<file path="src/rtl/jtag_tap_pkg.sv">
package jtag_tap_pkg;

    localparam int IR_W = 4;
    localparam int ID_W = 32;

    localparam logic [IR_W-1:0] CODE_EXTEST  = 4'b0000;
    localparam logic [IR_W-1:0] CODE_SAMPLE  = 4'b0001;
    localparam logic [IR_W-1:0] CODE_IDCODE  = 4'b0010;
    localparam logic [IR_W-1:0] CODE_HIGHZ   = 4'b0011;
    localparam logic [IR_W-1:0] CODE_BYPASS  = 4'b1111;
    localparam logic [IR_W-1:0] IR_CAPTURE_PAT = 4'b0001;

    typedef enum logic [3:0] {
        ST_TLR, ST_RTI,
        ST_SEL_DR, ST_CAP_DR, ST_SH_DR, ST_EX1_DR, ST_PAU_DR, ST_EX2_DR, ST_UPD_DR,
        ST_SEL_IR, ST_CAP_IR, ST_SH_IR, ST_EX1_IR, ST_PAU_IR, ST_EX2_IR, ST_UPD_IR
    } tap_state_e;

    typedef enum logic [2:0] {
        OP_EXTEST, OP_SAMPLE, OP_IDCODE, OP_HIGHZ, OP_BYPASS
    } tap_op_e;

    typedef struct packed {
        logic capture;
        logic shift;
        logic update;
    } chain_ctl_t;

    // Standard test-port transition table
    function automatic tap_state_e tap_next(input tap_state_e s, input logic tms);
        tap_state_e n;
        case (s)
            ST_TLR:    n = tms ? ST_TLR    : ST_RTI;
            ST_RTI:    n = tms ? ST_SEL_DR : ST_RTI;
            ST_SEL_DR: n = tms ? ST_SEL_IR : ST_CAP_DR;
            ST_CAP_DR: n = tms ? ST_EX1_DR : ST_SH_DR;
            ST_SH_DR:  n = tms ? ST_EX1_DR : ST_SH_DR;
            ST_EX1_DR: n = tms ? ST_UPD_DR : ST_PAU_DR;
            ST_PAU_DR: n = tms ? ST_EX2_DR : ST_PAU_DR;
            ST_EX2_DR: n = tms ? ST_UPD_DR : ST_SH_DR;
            ST_UPD_DR: n = tms ? ST_SEL_DR : ST_RTI;
            ST_SEL_IR: n = tms ? ST_TLR    : ST_CAP_IR;
            ST_CAP_IR: n = tms ? ST_EX1_IR : ST_SH_IR;
            ST_SH_IR:  n = tms ? ST_EX1_IR : ST_SH_IR;
            ST_EX1_IR: n = tms ? ST_UPD_IR : ST_PAU_IR;
            ST_PAU_IR: n = tms ? ST_EX2_IR : ST_PAU_IR;
            ST_EX2_IR: n = tms ? ST_UPD_IR : ST_SH_IR;
            ST_UPD_IR: n = tms ? ST_SEL_DR : ST_RTI;
            default:   n = ST_TLR;
        endcase
        return n;
    endfunction

    // Unlisted codes fall through to bypass
    function automatic tap_op_e decode_op(input logic [IR_W-1:0] code);
        tap_op_e op;
        case (code)
            CODE_EXTEST: op = OP_EXTEST;
            CODE_SAMPLE: op = OP_SAMPLE;
            CODE_IDCODE: op = OP_IDCODE;
            CODE_HIGHZ:  op = OP_HIGHZ;
            default:     op = OP_BYPASS;
        endcase
        return op;
    endfunction

endpackage

</file>
<file path="src/rtl/tap_fsm.sv">
module tap_fsm
    import jtag_tap_pkg::*;
(
    input  logic       tck,
    input  logic       rst,
    input  logic       tms,
    output tap_state_e state
);

    always_ff @(posedge tck) begin
        if (rst) state <= ST_TLR;
        else     state <= tap_next(state, tms);
    end


    tlr_hold_chk: assert property (@(posedge tck) disable iff (rst)
        (state == ST_TLR && tms) |=> (state == ST_TLR));

endmodule

</file>
<file path="src/rtl/tap_ir.sv">
module tap_ir
    import jtag_tap_pkg::*;
(
    input  logic       tck,
    input  logic       rst,
    input  tap_state_e state,
    input  logic       tdi,
    output logic       ir_so,
    output tap_op_e    op
);

    logic [IR_W-1:0] ir_sh;
    logic [IR_W-1:0] ir_act;

    always_ff @(posedge tck) begin
        if (rst || state == ST_CAP_IR) ir_sh <= IR_CAPTURE_PAT;
        else if (state == ST_SH_IR)    ir_sh <= {tdi, ir_sh[IR_W-1:1]};
    end

    // Active instruction moves on the falling edge
    always_ff @(negedge tck) begin
        if (rst || state == ST_TLR) ir_act <= CODE_IDCODE;
        else if (state == ST_UPD_IR) ir_act <= ir_sh;
    end

    assign ir_so = ir_sh[0];
    assign op    = decode_op(ir_act);


    ir_capture_chk: assert property (@(posedge tck) disable iff (rst)
        (state == ST_CAP_IR) |=> (ir_sh == IR_CAPTURE_PAT));


    ir_change_chk: assert property (@(posedge tck) disable iff (rst)
        !$stable(ir_act) |-> (state == ST_UPD_IR || state == ST_TLR));

endmodule

</file>
<file path="src/rtl/tap_dr.sv">
module tap_dr
    import jtag_tap_pkg::*;
#(
    parameter logic [ID_W-1:0] ID_VALUE = 32'h0A5C_3001
)(
    input  logic       tck,
    input  logic       rst,
    input  tap_state_e state,
    input  logic       tdi,
    input  tap_op_e    op,
    input  logic       bsr_so,
    output logic       dr_so,
    output chain_ctl_t bsr_ctl
);

    localparam logic [ID_W-1:0] ID_CAP = {ID_VALUE[ID_W-1:1], 1'b1};

    logic            byp;
    logic [ID_W-1:0] id_sh;
    logic            sel_id, sel_chain, sel_byp;

    always_comb begin
        sel_id    = (op == OP_IDCODE);
        sel_chain = (op == OP_EXTEST) || (op == OP_SAMPLE);
        sel_byp   = !sel_id && !sel_chain;
    end

    always_ff @(posedge tck) begin
        if (rst) begin
            byp   <= 1'b0;
            id_sh <= ID_CAP;
        end else begin
            if (sel_byp && state == ST_CAP_DR)     byp <= 1'b0;
            else if (sel_byp && state == ST_SH_DR) byp <= tdi;
            if (sel_id && state == ST_CAP_DR)      id_sh <= ID_CAP;
            else if (sel_id && state == ST_SH_DR)  id_sh <= {tdi, id_sh[ID_W-1:1]};
        end
    end

    always_comb begin
        bsr_ctl.capture = sel_chain && (state == ST_CAP_DR);
        bsr_ctl.shift   = sel_chain && (state == ST_SH_DR);
        bsr_ctl.update  = sel_chain && (state == ST_UPD_DR);
        if (sel_id)         dr_so = id_sh[0];
        else if (sel_chain) dr_so = bsr_so;
        else                dr_so = byp;
    end


    byp_capture_chk: assert property (@(posedge tck) disable iff (rst)
        (sel_byp && state == ST_CAP_DR) |=> !byp);


    strobe_onehot_chk: assert property (@(posedge tck) disable iff (rst)
        $onehot0({bsr_ctl.capture, bsr_ctl.shift, bsr_ctl.update}));

endmodule

</file>
<file path="src/rtl/jtag_tap_ctrl.sv">
module jtag_tap_ctrl
    import jtag_tap_pkg::*;
#(
    parameter logic [ID_W-1:0] ID_VALUE = 32'h0A5C_3001
)(
    input  logic tck,
    input  logic por,
    input  logic jtag_off,
    input  logic tms,
    input  logic tdi,
    output logic tdo,
    output logic tdo_en,
    input  logic bsr_so,
    output logic bsr_capture,
    output logic bsr_shift,
    output logic bsr_update,
    output logic extest_mode,
    output logic pins_hiz,
    output logic pins_released
);

    logic       rst;
    tap_state_e state;
    tap_op_e    op;
    logic       ir_so, dr_so;
    chain_ctl_t bsr_ctl;

    assign rst = por | jtag_off;

    tap_fsm u_fsm (
        .tck   (tck),
        .rst   (rst),
        .tms   (tms),
        .state (state)
    );

    tap_ir u_ir (
        .tck   (tck),
        .rst   (rst),
        .state (state),
        .tdi   (tdi),
        .ir_so (ir_so),
        .op    (op)
    );

    tap_dr #(.ID_VALUE(ID_VALUE)) u_dr (
        .tck     (tck),
        .rst     (rst),
        .state   (state),
        .tdi     (tdi),
        .op      (op),
        .bsr_so  (bsr_so),
        .dr_so   (dr_so),
        .bsr_ctl (bsr_ctl)
    );

    // Serial output launched on the falling edge
    always_ff @(negedge tck) begin
        if (rst) begin
            tdo    <= 1'b0;
            tdo_en <= 1'b0;
        end else begin
            tdo_en <= (state == ST_SH_IR) || (state == ST_SH_DR);
            if (state == ST_SH_IR)      tdo <= ir_so;
            else if (state == ST_SH_DR) tdo <= dr_so;
        end
    end

    assign bsr_capture   = bsr_ctl.capture;
    assign bsr_shift     = bsr_ctl.shift;
    assign bsr_update    = bsr_ctl.update;
    assign extest_mode   = !rst && (op == OP_EXTEST);
    assign pins_hiz      = !rst && (op == OP_HIGHZ);
    assign pins_released = jtag_off;


    tdo_en_state_chk: assert property (@(posedge tck) disable iff (rst)
        tdo_en |-> (state == ST_SH_IR || state == ST_SH_DR));


    hiz_no_chain_chk: assert property (@(posedge tck) disable iff (rst)
        pins_hiz |-> !(bsr_capture || bsr_shift || bsr_update));

endmodule

</file>
<file path="config.mk">
export PLATFORM = sky130hd
export DESIGN_NAME = jtag_tap_ctrl
export DESIGN_NICKNAME = d
export VERILOG_FILES = /design/src/rtl/jtag_tap_pkg.sv /design/src/rtl/tap_fsm.sv /design/src/rtl/tap_ir.sv /design/src/rtl/tap_dr.sv /design/src/rtl/jtag_tap_ctrl.sv
export SDC_FILE = /design/constraint.sdc
export NUM_CORES = 1
export LEC_CHECK = 0
export BUFFER_PORTS_ARGS = -buffer_cell sky130_fd_sc_hd__buf_2
export CAP_MARGIN = 30
export CORE_UTILIZATION = 58
export DETAILED_ROUTE_END_ITERATION = 10
export PLACE_DENSITY = 0.77
export SLEW_MARGIN = 5
export SYNTH_ARGS = -nofsm -noshare
export SYNTH_HDL_FRONTEND = slang
export SYNTH_SLANG_ARGS = --single-unit
</file>
<file path="constraint.sdc">
create_clock -name tck -period 2.65 [get_ports tck]
set_input_delay 0.795 -clock tck [delete_from_list [all_inputs] [get_ports tck]]
set_output_delay 0.795 -clock tck [all_outputs]
set_load 0.01 [all_outputs]
</file>
# [Word-level counts from Yosys, hierarchy flattened]
# Cells that the tools add are included.
# Widths: inputs -> output; s select.
[classes] n_bitwise=1 n_eq_ne=21 mux=18 reduce_logical=26
[op_table] cell="$pmux 4 s12" n=1
[op_table] cell="$eq 4x4->1 const B" n=8
[op_table] cell="$eq 4x2->1 const B" n=4
[op_table] cell="$eq 4x3->1 const B" n=4
[op_table] cell="$mux 4" n=4
[op_table] cell="$pmux 3 s4" n=1
[op_table] cell="$logic_and 1x1->1" n=10
[op_table] cell="$eq 4x1->1 const B" n=2
[op_table] cell="$logic_not 4->1" n=2
[op_table] cell="$reduce_or 2->1" n=4
[op_table] cell="$mux 1" n=7
[op_table] cell="$eq 3x2->1 const B" n=2
[op_table] cell="$mux 2" n=3
[op_table] cell="$mux 3" n=2
[op_table] cell="$logic_or 1x1->1" n=4
[op_table] cell="$eq 3x1->1 const B" n=1
[op_table] cell="$logic_not 1->1" n=3
[op_table] cell="$logic_not 3->1" n=1
[op_table] cell="$reduce_or 3->1" n=1
[op_table] cell="$reduce_bool 2->1" n=1
[op_table] cell="$or 1x1->1" n=1
[totals] out_inout_bits=8 wordCells=73 reg_bits=47 in_bits=6

# [Longest topological paths before layout]
# Gate-level depths: netlist of run 1.
[logic_depth] ltp_word=8 depth_mapped=7 mapped_depth_nobuf=3

# [Modules after synthesis]
# Synthesis of run 1 repeated with hierarchy kept, for this count alone.
[hier_totals] hier_cells=235 hier_area_um2=2158.3
[modules_own_cells] module="tap_dr" n_inst=1 cells_per_inst=142 seq_area_each_um2=660.6 area_each_um2=1338.8
[modules_own_cells] module="tap_ir" n_inst=1 cells_per_inst=37 seq_area_each_um2=160.2 area_each_um2=357.8
[modules_own_cells] module="tap_fsm" n_inst=1 cells_per_inst=39 seq_area_each_um2=80.1 area_each_um2=331.6
[modules_own_cells] module="jtag_tap_ctrl" n_inst=1 cells_per_inst=17 seq_area_each_um2=40.0 area_each_um2=130.1

==> results of run 1 <==
path summary, 6_finish.rpt:
kind	endpoint
worst max-delay path	bsr_update
worst min-delay path	u_ir.ir_sh[3]$_SDFFE_PP0P_
worst max register to register	u_dr.id_sh[22]$_SDFFE_PP1P_
worst min register to register	u_ir.ir_sh[3]$_SDFFE_PP0P_
report_power, final:
part / switching [mW] / total, mW / internal, mW / leakage [nW]
registers: 0.00235 / 0.711 / 0.709 / 0.381
logic: 0.0423 / 0.0723 / 0.0300 / 0.543
clock network: 0.251 / 0.360 / 0.109 / 0.0604
worst min-delay path, cell delays in order, from the launching register on:
cell	delay (ns)
dfxtp_1	0.35
nand2_1	0.06
a21oi_1	0.05
kinds of logic after synthesis:
kind of cell,count (synthesis)
buf+inv,27
mux,3
flops,47
xor+xnor,1
simple gates,89
compound gates,60
per-stage QoR:
| stage | TNS, ns | power (mW) |
|---|---|---|
| 2_1_floorplan | -9.98 | 0.783 |
| 3_3_place_gp | -16.74 | 0.801 |
| 3_5_place_dp | -18.09 | 0.804 |
| 4_1_cts | -16.56 | 1.13 |
| 5_1_grt | -19.97 | 1.18 |
| 6_report | -18.87 | 1.14 |
Yosys cell counts, types with 2 or more instances:
cell type,number,area [um2]
a21oi_1,8,40.0
a31oi_1,2,12.5
a32oi_1,3,26.3
and3_1,2,12.5
buf_2,3,15.0
buf_6,6,67.6
clkbuf_1,13,48.8
dfxtp_1,47,941
inv_1,4,15.0
mux2i_1,3,30.0
nand2_1,37,139
nand2b_1,2,12.5
nand3_1,5,25.0
nand3b_1,5,37.5
nor2_1,10,37.5
nor2b_1,3,18.8
nor3_1,2,10.0
nor3b_1,4,30.0
o21ai_0,3,15.0
o22ai_1,23,144
o32a_1,8,80.1
or3_1,9,56.3
state kept, by name, indices dropped and copies added, names as in the netlist:
register,count
tdo_en,1
u_dr.id_sh,32
u_fsm.state,4
tdo,1
u_dr.byp,1
u_ir.ir_act,4
u_ir.ir_sh,4
area by class of cell:
class	count	share of cell area
Timing Repair Buffer	48	0.166
Multi-Input combinational cell	153	0.430
Tap cell	46	0.0215
Sequential cell	47	0.353
Clock buffer	6	0.0154
Clock inverter	7	0.00980
Inverter	3	0.00420
per-layer routing:
| layer | global-route usage | vias to the layer above | share of wire |
|---|---|---|---|
| met5 | 0 | - | 0 |
| li1 | - | 908 | - |
| met4 | 0.110 | 0 | 0.023 |
| met2 | 0.486 | 66 | 0.53 |
| met1 | 0.324 | 918 | 0.40 |
| met3 | 0.0672 | 12 | 0.048 |
what timing repair did:
action / CTS / global route
endpoints found under the setup margin: 40 / 40
buffers inserted: 4 / 5
gates resized for setup: 30 / 14
pin swaps: 10 / 7
gates cloned: 1 / 2
==> results_dict.tcl, run 1 <==
set metrics [dict create \
    ctsHoldBuffers 0 \
    rows 21 \
    timing.final.max_slew_violations 0 \
    seq_area_frac_synth 0.465 \
    crit_path_end_kind "output pin" \
    detailedPlace.worstSlack_ns -0.585 \
    mappedNetlistArea_um2 2020 \
    cts_tree "done" \
    synthAdderAreaFrac 0 \
    critical-path-top-delay-family "simple AND/OR/NAND/NOR gates" \
    detail_route.wirelength_um 5460 \
    result_of_the_run "finished, violations left" \
    port_buffers 13 \
    start_util 0.607 \
    layout.area.seq_um2 947 \
    criticalPathCategory "reg -> out" \
    drc 0 \
    dr_total_vias 1904 \
    fp.dieH_um 61.1 \
    post_synth_mux_area_share 0.0148 \
    clkLatencyLatePin_ns 0.41 \
    die_w_um 61.1 \
    worst_path_max_delay_cell "or3_4" \
    share_of_final_layout_standard_cells_stronger_than_drive_strength_1 0.352 \
    setup-violations-final 40 \
    post-route-cell-area_um2 2680 \
    ctsHtreeMaxLevel 2 \
    synth-async-reset-ratio 0 \
    crit_path_max_fanout 4 \
    synth-seq-cells 47 \
    power_leakage_nw 0.984 \
    cts.reportedPaths.clkPinSlew_ns 0.12 \
    grt_pass1_wl_um 7490 \
    numPlacedInstances 288 \
    number_of_antenna_violations_at_the_first_check_in_global_routing 0 \
    maximum_number_of_pins_on_one_net_before_global_route_repair 33 \
    combined_area_of_the_multi_input_logic_cells_um2 1150 \
    violations "setup timing" \
    power_density_nw_per_um2 426 \
    min_path_type "reg -> reg" \
    final.fill_count 219 \
    cp-startpoint "u_ir.ir_act[1]$_SDFFE_NP1N_" \
    fin_worst_skew_ns 0.0446 \
    layout_common_cells "dfxtp_1, nand2_1, buf_4" \
    min_delay_src "u_ir.ir_sh[3]$_SDFFE_PP0P_" \
    grt_usage 0.277 \
    ant_nets 0 \
    syn_inst 227 \
    final_hold_viol_count 0 \
    dr.first_iter.drc_count 146 \
    tritoncts.num_buffers 5 \
    synthesized_area_divided_by_synthesized_cell_count_um2 8.92 \
    xor_and_xnor_area_share_after_synthesis 0.00433 \
    post_layout_nonfiller_instances 310 \
    grt_setup_unrepaired "yes" \
    synthToLayoutAreaGrowth_pct 32.4 \
    timing.critical_path.cells "or3_4 > nor4b_4 > buf_2" \
    layout_commonest_cell "dfxtp_1" \
    ys_dominant_reg_cell "dfxtp_1" \
    hold_slack_ns 0.500 \
    grt-ovfl-total 0 \
    ys_types 47 \
    placed_area_um2 2260 \
    globalplace.congestion 0.877 \
    hpwlAfterDp_um 3020 \
    drv_cap 0 \
    worst-r2r-cell-count 6 \
    clockRootBuffer "clkbuf_4" \
    synth-compound-area-share 0.211 \
    critical-path-max-stage-delay_ns 0.42 \
    reg2reg_setup_slack_ns -0.50 \
    ioPinCount 14 \
    critical_path_arrival_ns 2.85 \
    worstHoldPathCells 2 \
    routed_wire_length_per_instance_um 17.6 \
    post-route-util 0.804 \
    reg2reg_from "u_ir.ir_act[1]$_SDFFE_NP1N_" \
    timing.critical_path.required_ns 1.86 \
    critical_path_buf_inv_count 1 \
    via_count_of_the_first_global_routing_pass 1668 \
    max_slew.worst_pin.slew_ns 0.422 \
    synth_top_family_by_area "simple AND/OR/NAND/NOR gates" \
    synth_enable_flop_cells 0 \
    worstSetupStartpointType "register" \
    initial_drt_pass_iterations 5 \
    yosys_warnings 0 \
    num_antenna_cells 0 \
    die_area_um2 3730 \
    cts_num_sinks 47 \
    clock_tree.buffer_depth 2 \
    final_critical_path_setup_slack_ns -0.998 \
    critical_path_depth 3 \
    fin_nets 270 \
    timing.slew.headroom 0.717 \
    syn-num-nets 233 \
    core_area_um2 3340 \
    detail_route.vias_per_cell 6.14 \
    synth-simple-area-share 0.229 \
    vdd_ir_drop_max_mv 0.338 \
]
Power figures use the tool's default switching activity.
==> run 2: changes to the inputs <==
--- a/config.mk
+++ b/config.mk
@@ -8,6 +8,7 @@
 export BUFFER_PORTS_ARGS = -buffer_cell sky130_fd_sc_hd__buf_2
 export CAP_MARGIN = 30
 export CORE_UTILIZATION = 58
+export CTS_CLUSTER_SIZE = 28
 export DETAILED_ROUTE_END_ITERATION = 10
 export PLACE_DENSITY = 0.77
 export SLEW_MARGIN = 5
==> constraint.sdc (replaced) <==
create_clock -name tck -period 3.8 [get_ports tck]
set_input_delay 1.14 -clock tck [delete_from_list [all_inputs] [get_ports tck]]
set_output_delay 1.14 -clock tck [all_outputs]
set_load 0.01 [all_outputs]
==> run 2 against run 1 <==
The run still ends with setup timing left. Non-clock buffer count fell by 11. Die area did not move. Clock power fell by 13%. Setup slack improved by 0.20 ns. Utilization fell by 7.9 points. Count of clock-buffer cells in the layout rose by 1. Sequential power fell by 30%. Critical endpoint unchanged.
==> results_dict.tcl, run 2 (synthesis results as in run 1) <==
set metrics [dict create \
    layout.area.seq_um2 946 \
    setup_total_negative_slack_ns -3.71 \
    layout_commonest_cell "dfxtp_1" \
    ioPinCount 14 \
    timing.critical_path.required_ns 2.66 \
    critical-path-top-delay-family "simple AND/OR/NAND/NOR gates" \
    via_count_of_the_first_global_routing_pass 1656 \
    timing.critical_path.cells "or3_4 > nor4b_4 > buf_2" \
    result_of_the_run "finished, violations left" \
    worstSetupStartpointType "register" \
    grt-ovfl-total 0 \
    hpwlAfterDp_um 2860 \
    power.share.sequential 0.584 \
    layout_common_cells "dfxtp_1, nand2_1, o22ai_1" \
    grt_pass1_wl_um 7710 \
    dr_total_vias 1834 \
    ant_nets 0 \
    cts.reportedPaths.clkPinSlew_ns 0.14 \
    p_clk_frac 0.368 \
    critical_path_buf_inv_count 1 \
    rows 21 \
    grt_usage 0.290 \
    vdd_ir_drop_max_mv 0.283 \
    cts_tree "done" \
    critical_path_arrival_ns 3.45 \
    min_path_type "reg -> reg" \
    die_w_um 61.1 \
    cts_num_sinks 47 \
    start_util 0.607 \
    internal_power_uw 633 \
    reg2reg_setup_slack_ns 0.06 \
    combPwrFrac 0.048 \
    post-route-cell-area_um2 2420 \
    detail_route.wirelength_um 4950 \
    final_hold_viol_count 0 \
    combined_area_of_the_multi_input_logic_cells_um2 993 \
    numPlacedInstances 282 \
    core_area_um2 3340 \
    clock_tree.buffer_depth 2 \
    final_critical_path_setup_slack_ns -0.794 \
    clockRootBuffer "clkbuf_4" \
    num_antenna_cells 0 \
    synthToLayoutAreaGrowth_pct 19.4 \
    maximum_number_of_pins_on_one_net_before_global_route_repair 33 \
    post_layout_nonfiller_instances 301 \
    setup-violations-final 7 \
    initial_drt_pass_iterations 4 \
    placed_area_um2 2200 \
    violations "setup timing" \
    globalplace.congestion 0.832 \
    regMostFlops "u_dr.id_sh" \
    drc 0 \
    fp.dieH_um 61.1 \
    dr.first_iter.drc_count 191 \
    timing.final.max_slew_violations 0 \
    fin_nets 260 \
    clkLatencyLatePin_ns 0.43 \
    number_of_antenna_violations_at_the_first_check_in_global_routing 0 \
    detail_route.vias_per_cell 6.09 \
    max_ffs_per_register 32 \
    tritoncts.num_buffers 5 \
    port_buffers 13 \
    p_sw_uw 219 \
    final.fill_count 249 \
    worst_path_max_delay_cell "or3_4" \
    max_slew.worst_pin.slew_ns 0.696 \
    drv_cap 0 \
    die_area_um2 3730 \
    ctsHtreeMaxLevel 2 \
    critical-path-max-stage-delay_ns 0.42 \
    swShare 0.257 \
    routed_wire_length_per_instance_um 16.4 \
    share_of_final_layout_standard_cells_stronger_than_drive_strength_1 0.239 \
    power_leakage_nw 0.902 \
    crit_path_max_fanout 4 \
    timing.slew.headroom 0.535 \
    criticalPathCategory "reg -> out" \
    grt_setup_unrepaired "yes" \
    fin_worst_skew_ns 0.0661 \
    post-route-util 0.724 \
    crit_path_end_kind "output pin" \
    power_density_nw_per_um2 352 \
]
-- run 2: layout make-up --
type,instances,share of cell area
multi-input combinational,154,0.411
sequential,47,0.391
timing repair buffer,37,0.129
clock buffer,7,0.0274
tap,46,0.0238
clock inverter,7,0.0129
inverter,3,0.00466
-- run 2: through the flow --
stage	setup slack, ns	hold slack, ns	total power [mW]
final	-0.794	0.485	0.852
after global routing	-0.847	0.498	0.884
after CTS	-0.772	0.482	0.848
after detailed placement	-0.326	0.462	0.559
after global placement	-0.326	0.448	0.557
after floorplan	-0.235	0.438	0.544
-- run 2: final timing paths --
| kind | startpoint | end | depth (start not counted) |
|---|---|---|---|
| hold / removal | u_dr.id_sh[27]$_SDFFE_PP1P_ | u_dr.id_sh[26]$_SDFFE_PP0P_ | 2 |
| setup / recovery | u_ir.ir_act[2]$_SDFFE_NP0N_ | bsr_update | 3 |
| hold reg to reg | u_dr.id_sh[27]$_SDFFE_PP1P_ | u_dr.id_sh[26]$_SDFFE_PP0P_ | 2 |
| setup reg to reg | u_ir.ir_act[3]$_SDFFE_NP0N_ | u_dr.id_sh[31]$_SDFFE_PP0P_ | 5 |
-- run 2: worst register-to-register path: cells and delay by family, from the launching register on --
kind            cells  cell delay [ns]
flops               1             0.32
buf+inv             2             0.40
simple gates        2             0.86
compound gates      1             0.15
-- run 2: power by group through the flow --
| stage | logic, mW | clock network, mW | registers, mW |
|---|---|---|---|
| 2_1_floorplan | 0.0276 | 0.0114 | 0.505 |
| 3_3_place_gp | 0.0377 | 0.0114 | 0.508 |
| 5_1_grt | 0.0446 | 0.342 | 0.498 |
| 3_5_place_dp | 0.0393 | 0.0114 | 0.508 |
| 4_1_cts | 0.0402 | 0.311 | 0.497 |
| 6_report | 0.0411 | 0.313 | 0.497 |
-- run 2: layer usage --
metal,part of all wire,GRT usage
met5,0,0
met4,0.031,0.185
met3,0.048,0.0966
met2,0.48,0.450
met1,0.44,0.344
-- run 2: timing repair --
action | 4_1_cts | 5_1_grt
hold buffers | 0 | 0
buffers inserted | 1 | 2
gates cloned | 3 | 0
pin swaps | 3 | 2
endpoints found under the setup margin | 33 | 7
gates resized for setup | 11 | 5
==> run 3: changes to the inputs <==
--- a/config.mk
+++ b/config.mk
@@ -5,12 +5,15 @@
 export SDC_FILE = /design/constraint.sdc
 export NUM_CORES = 1
 export LEC_CHECK = 0
+export ABC_CLOCK_PERIOD_IN_PS = 3800
 export BUFFER_PORTS_ARGS = -buffer_cell sky130_fd_sc_hd__buf_2
 export CAP_MARGIN = 30
-export CORE_UTILIZATION = 58
+export CELL_PAD_IN_SITES_DETAIL_PLACEMENT = 0
+export CELL_PAD_IN_SITES_GLOBAL_PLACEMENT = 2
+export CORE_UTILIZATION = 36
 export CTS_CLUSTER_SIZE = 28
 export DETAILED_ROUTE_END_ITERATION = 10
-export PLACE_DENSITY = 0.77
+export PLACE_DENSITY = 0.73
 export SLEW_MARGIN = 5
 export SYNTH_ARGS = -nofsm -noshare
 export SYNTH_HDL_FRONTEND = slang
==> run 3 against run 2 <==
The flow still finishes with violations (setup timing). Cell area increased by 11%. Sequential power about the same. Wire length increased by 1.3%. Critical path depth unchanged. Utilization decreased by 22 points. Sequential share of layout area decreased by 3.9 points. First-iteration DRC count decreased by 49%.
==> results_dict.tcl, run 3 (synthesis results as in run 1) <==
set metrics [dict create \
    result_of_the_run "finished, violations left" \
    violations "setup timing" \
    crit_path_end "bsr_update" \
    core_area_um2 5270 \
    share_of_final_layout_standard_cells_stronger_than_drive_strength_1 0.344 \
    max_slew.worst_pin.slew_ns 0.497 \
    cts_tree "done" \
    reg_to_reg_endpoint "u_dr.id_sh[14]$_SDFFE_PP0P_" \
    timing.slew.headroom 0.664 \
    final_hold_viol_count 0 \
    hold_slack_ns 0.485 \
    drv_cap 0 \
    fp.dieH_um 77.0 \
    worst-r2r-cell-count 9 \
    combPwrFrac 0.052 \
    reg2reg_from "u_ir.ir_act[1]$_SDFFE_NP1N_" \
    final.fill_count 513 \
    globalplace.congestion 0.748 \
    swShare 0.259 \
    vdd_ir_drop_max_mv 0.190 \
    critical_path_arrival_ns 3.36 \
    grt-ovfl-total 0 \
    layout_commonest_cell "dfxtp_1" \
    hpwlAfterDp_um 3150 \
    post_layout_nonfiller_instances 332 \
    detail_route.vias_per_cell 5.50 \
    dr_total_vias 1825 \
    reg2reg_setup_slack_ns -0.13 \
    via_count_of_the_first_global_routing_pass 1642 \
    min_path_type "reg -> reg" \
    grt_use_met1 0.213 \
    port_buffers 13 \
    groute.layer.met2.usage 0.260 \
    clock_tree.buffer_depth 2 \
    max_ffs_per_register 32 \
    timing.critical_path.cells "or3_4 > nor4b_4 > buf_2" \
    fin_worst_skew_ns 0.0674 \
    timing.final.max_slew_violations 0 \
    timing.critical_path.required_ns 2.66 \
    worst_path_max_delay_cell "or3_4" \
    initial_drt_pass_iterations 4 \
    dr.first_iter.drc_count 98 \
    cts_num_sinks 47 \
    grt_setup_unrepaired "yes" \
    crit_path_end_kind "output pin" \
    grt_pass1_wl_um 7820 \
    tritoncts.num_buffers 5 \
    detail_route.wirelength_um 5020 \
    number_of_antenna_violations_at_the_first_check_in_global_routing 0 \
    layout_common_cells "dfxtp_1, nand2_1, o22ai_2" \
    clockRootBuffer "clkbuf_8" \
    power.share.sequential 0.562 \
    setup-violations-final 39 \
    fin_nets 267 \
    worstSetupStartpointType "register" \
    die_w_um 77.0 \
    cp-startpoint "u_ir.ir_act[1]$_SDFFE_NP1N_" \
    globalRouteMet3Util 0.0476 \
    die_area_um2 5930 \
    numPlacedInstances 309 \
    routed_wire_length_per_instance_um 15.1 \
    ant_nets 0 \
    p_clk_frac 0.387 \
    rows 26 \
    ioPinCount 14 \
    power_density_nw_per_um2 329 \
    ctsHtreeMaxLevel 2 \
    drc 0 \
    critical-path-max-stage-delay_ns 0.41 \
    power_leakage_nw 0.962 \
    crit_path_max_fanout 4 \
    setup_total_negative_slack_ns -6.17 \
    gr-max-usage-layer "met2" \
    grt_usage 0.167 \
    post-route-util 0.509 \
    start_util 0.384 \
    final_critical_path_setup_slack_ns -0.699 \
    internal_power_uw 654 \
    p_sw_uw 228 \
    regMostFlops "u_dr.id_sh" \
    synthToLayoutAreaGrowth_pct 32.4 \
    clkLatencyLatePin_ns 0.37 \
    num_antenna_cells 0 \
    maximum_number_of_pins_on_one_net_before_global_route_repair 33 \
    criticalPathCategory "reg -> out" \
    cts.reportedPaths.clkPinSlew_ns 0.09 \
]
==> run 3: power by group through the flow <==
stage	sequential [mW]	clock, mW	combinational, mW
detailed placement	0.507	0.0114	0.0426
floorplan	0.505	0.0114	0.0276
global route	0.496	0.383	0.0502
CTS	0.496	0.354	0.0430
global placement	0.507	0.0114	0.0411
finish	0.496	0.341	0.0456
==> run 3: per-stage QoR <==
stage | cell area (um2) | total power [mW] | setup slack, ns
final | 2680 | 0.883 | -0.699
after detailed placement | 2250 | 0.561 | -0.325
after global placement | 2250 | 0.559 | -0.329
after floorplan | 2070 | 0.544 | -0.235
after global routing | 2680 | 0.929 | -0.758
after CTS | 2420 | 0.893 | -0.713
==> run 3: what timing repair did <==
action	in CTS	in global routing
setup buffers	4	3
pin swaps	5	2
endpoints found under the setup margin	38	39
gates cloned	0	3
hold buffers	0	0
gates resized for setup	9	30
==> run 3: worst min path at each step <==
stage                                start                          end  slack (ns)  cells past startpoint
4_1_cts        u_dr.id_sh[12]$_SDFFE_PP1P_  u_dr.id_sh[11]$_SDFFE_PP0P_        0.47                      2
3_5_place_dp   u_dr.id_sh[23]$_SDFFE_PP0P_  u_dr.id_sh[23]$_SDFFE_PP0P_        0.46                      2
3_3_place_gp         u_dr.byp$_SDFFE_PP0P_        u_dr.byp$_SDFFE_PP0P_        0.45                      2
2_1_floorplan        u_dr.byp$_SDFFE_PP0P_        u_dr.byp$_SDFFE_PP0P_        0.44                      2
6_report       u_dr.id_sh[23]$_SDFFE_PP0P_  u_dr.id_sh[23]$_SDFFE_PP0P_        0.49                      2
5_1_grt        u_dr.id_sh[25]$_SDFFE_PP1P_  u_dr.id_sh[24]$_SDFFE_PP0P_        0.51                      2
==> run 3: layout make-up <==
| class | instances | area (um2) | area share |
|---|---|---|---|
| inverters | 3 | 11.3 | 0.00420 |
| clock inverters | 9 | 47.5 | 0.0177 |
| multi-input cells | 153 | 1120 | 0.420 |
| clock buffers | 5 | 68.8 | 0.0257 |
| repair buffers | 45 | 395 | 0.147 |
| well taps | 70 | 87.6 | 0.0327 |
| flip-flops and latches | 47 | 946 | 0.353 |
==> run 3: per-layer routing <==
metal | routed length (um) | up-vias
li1 | - | 898
met1 | 2430 | 889
met2 | 2360 | 30
met3 | 142 | 8
met4 | 79 | 0
met5 | 0 | -
==> run 3: worst max-delay path, delay by kind of cell, from the launching register on <==
family                 cells  cell delay, ns
AND/OR/NAND/NOR            2            0.62
buffers and inverters      1            0.16
flip-flops                 1            0.32
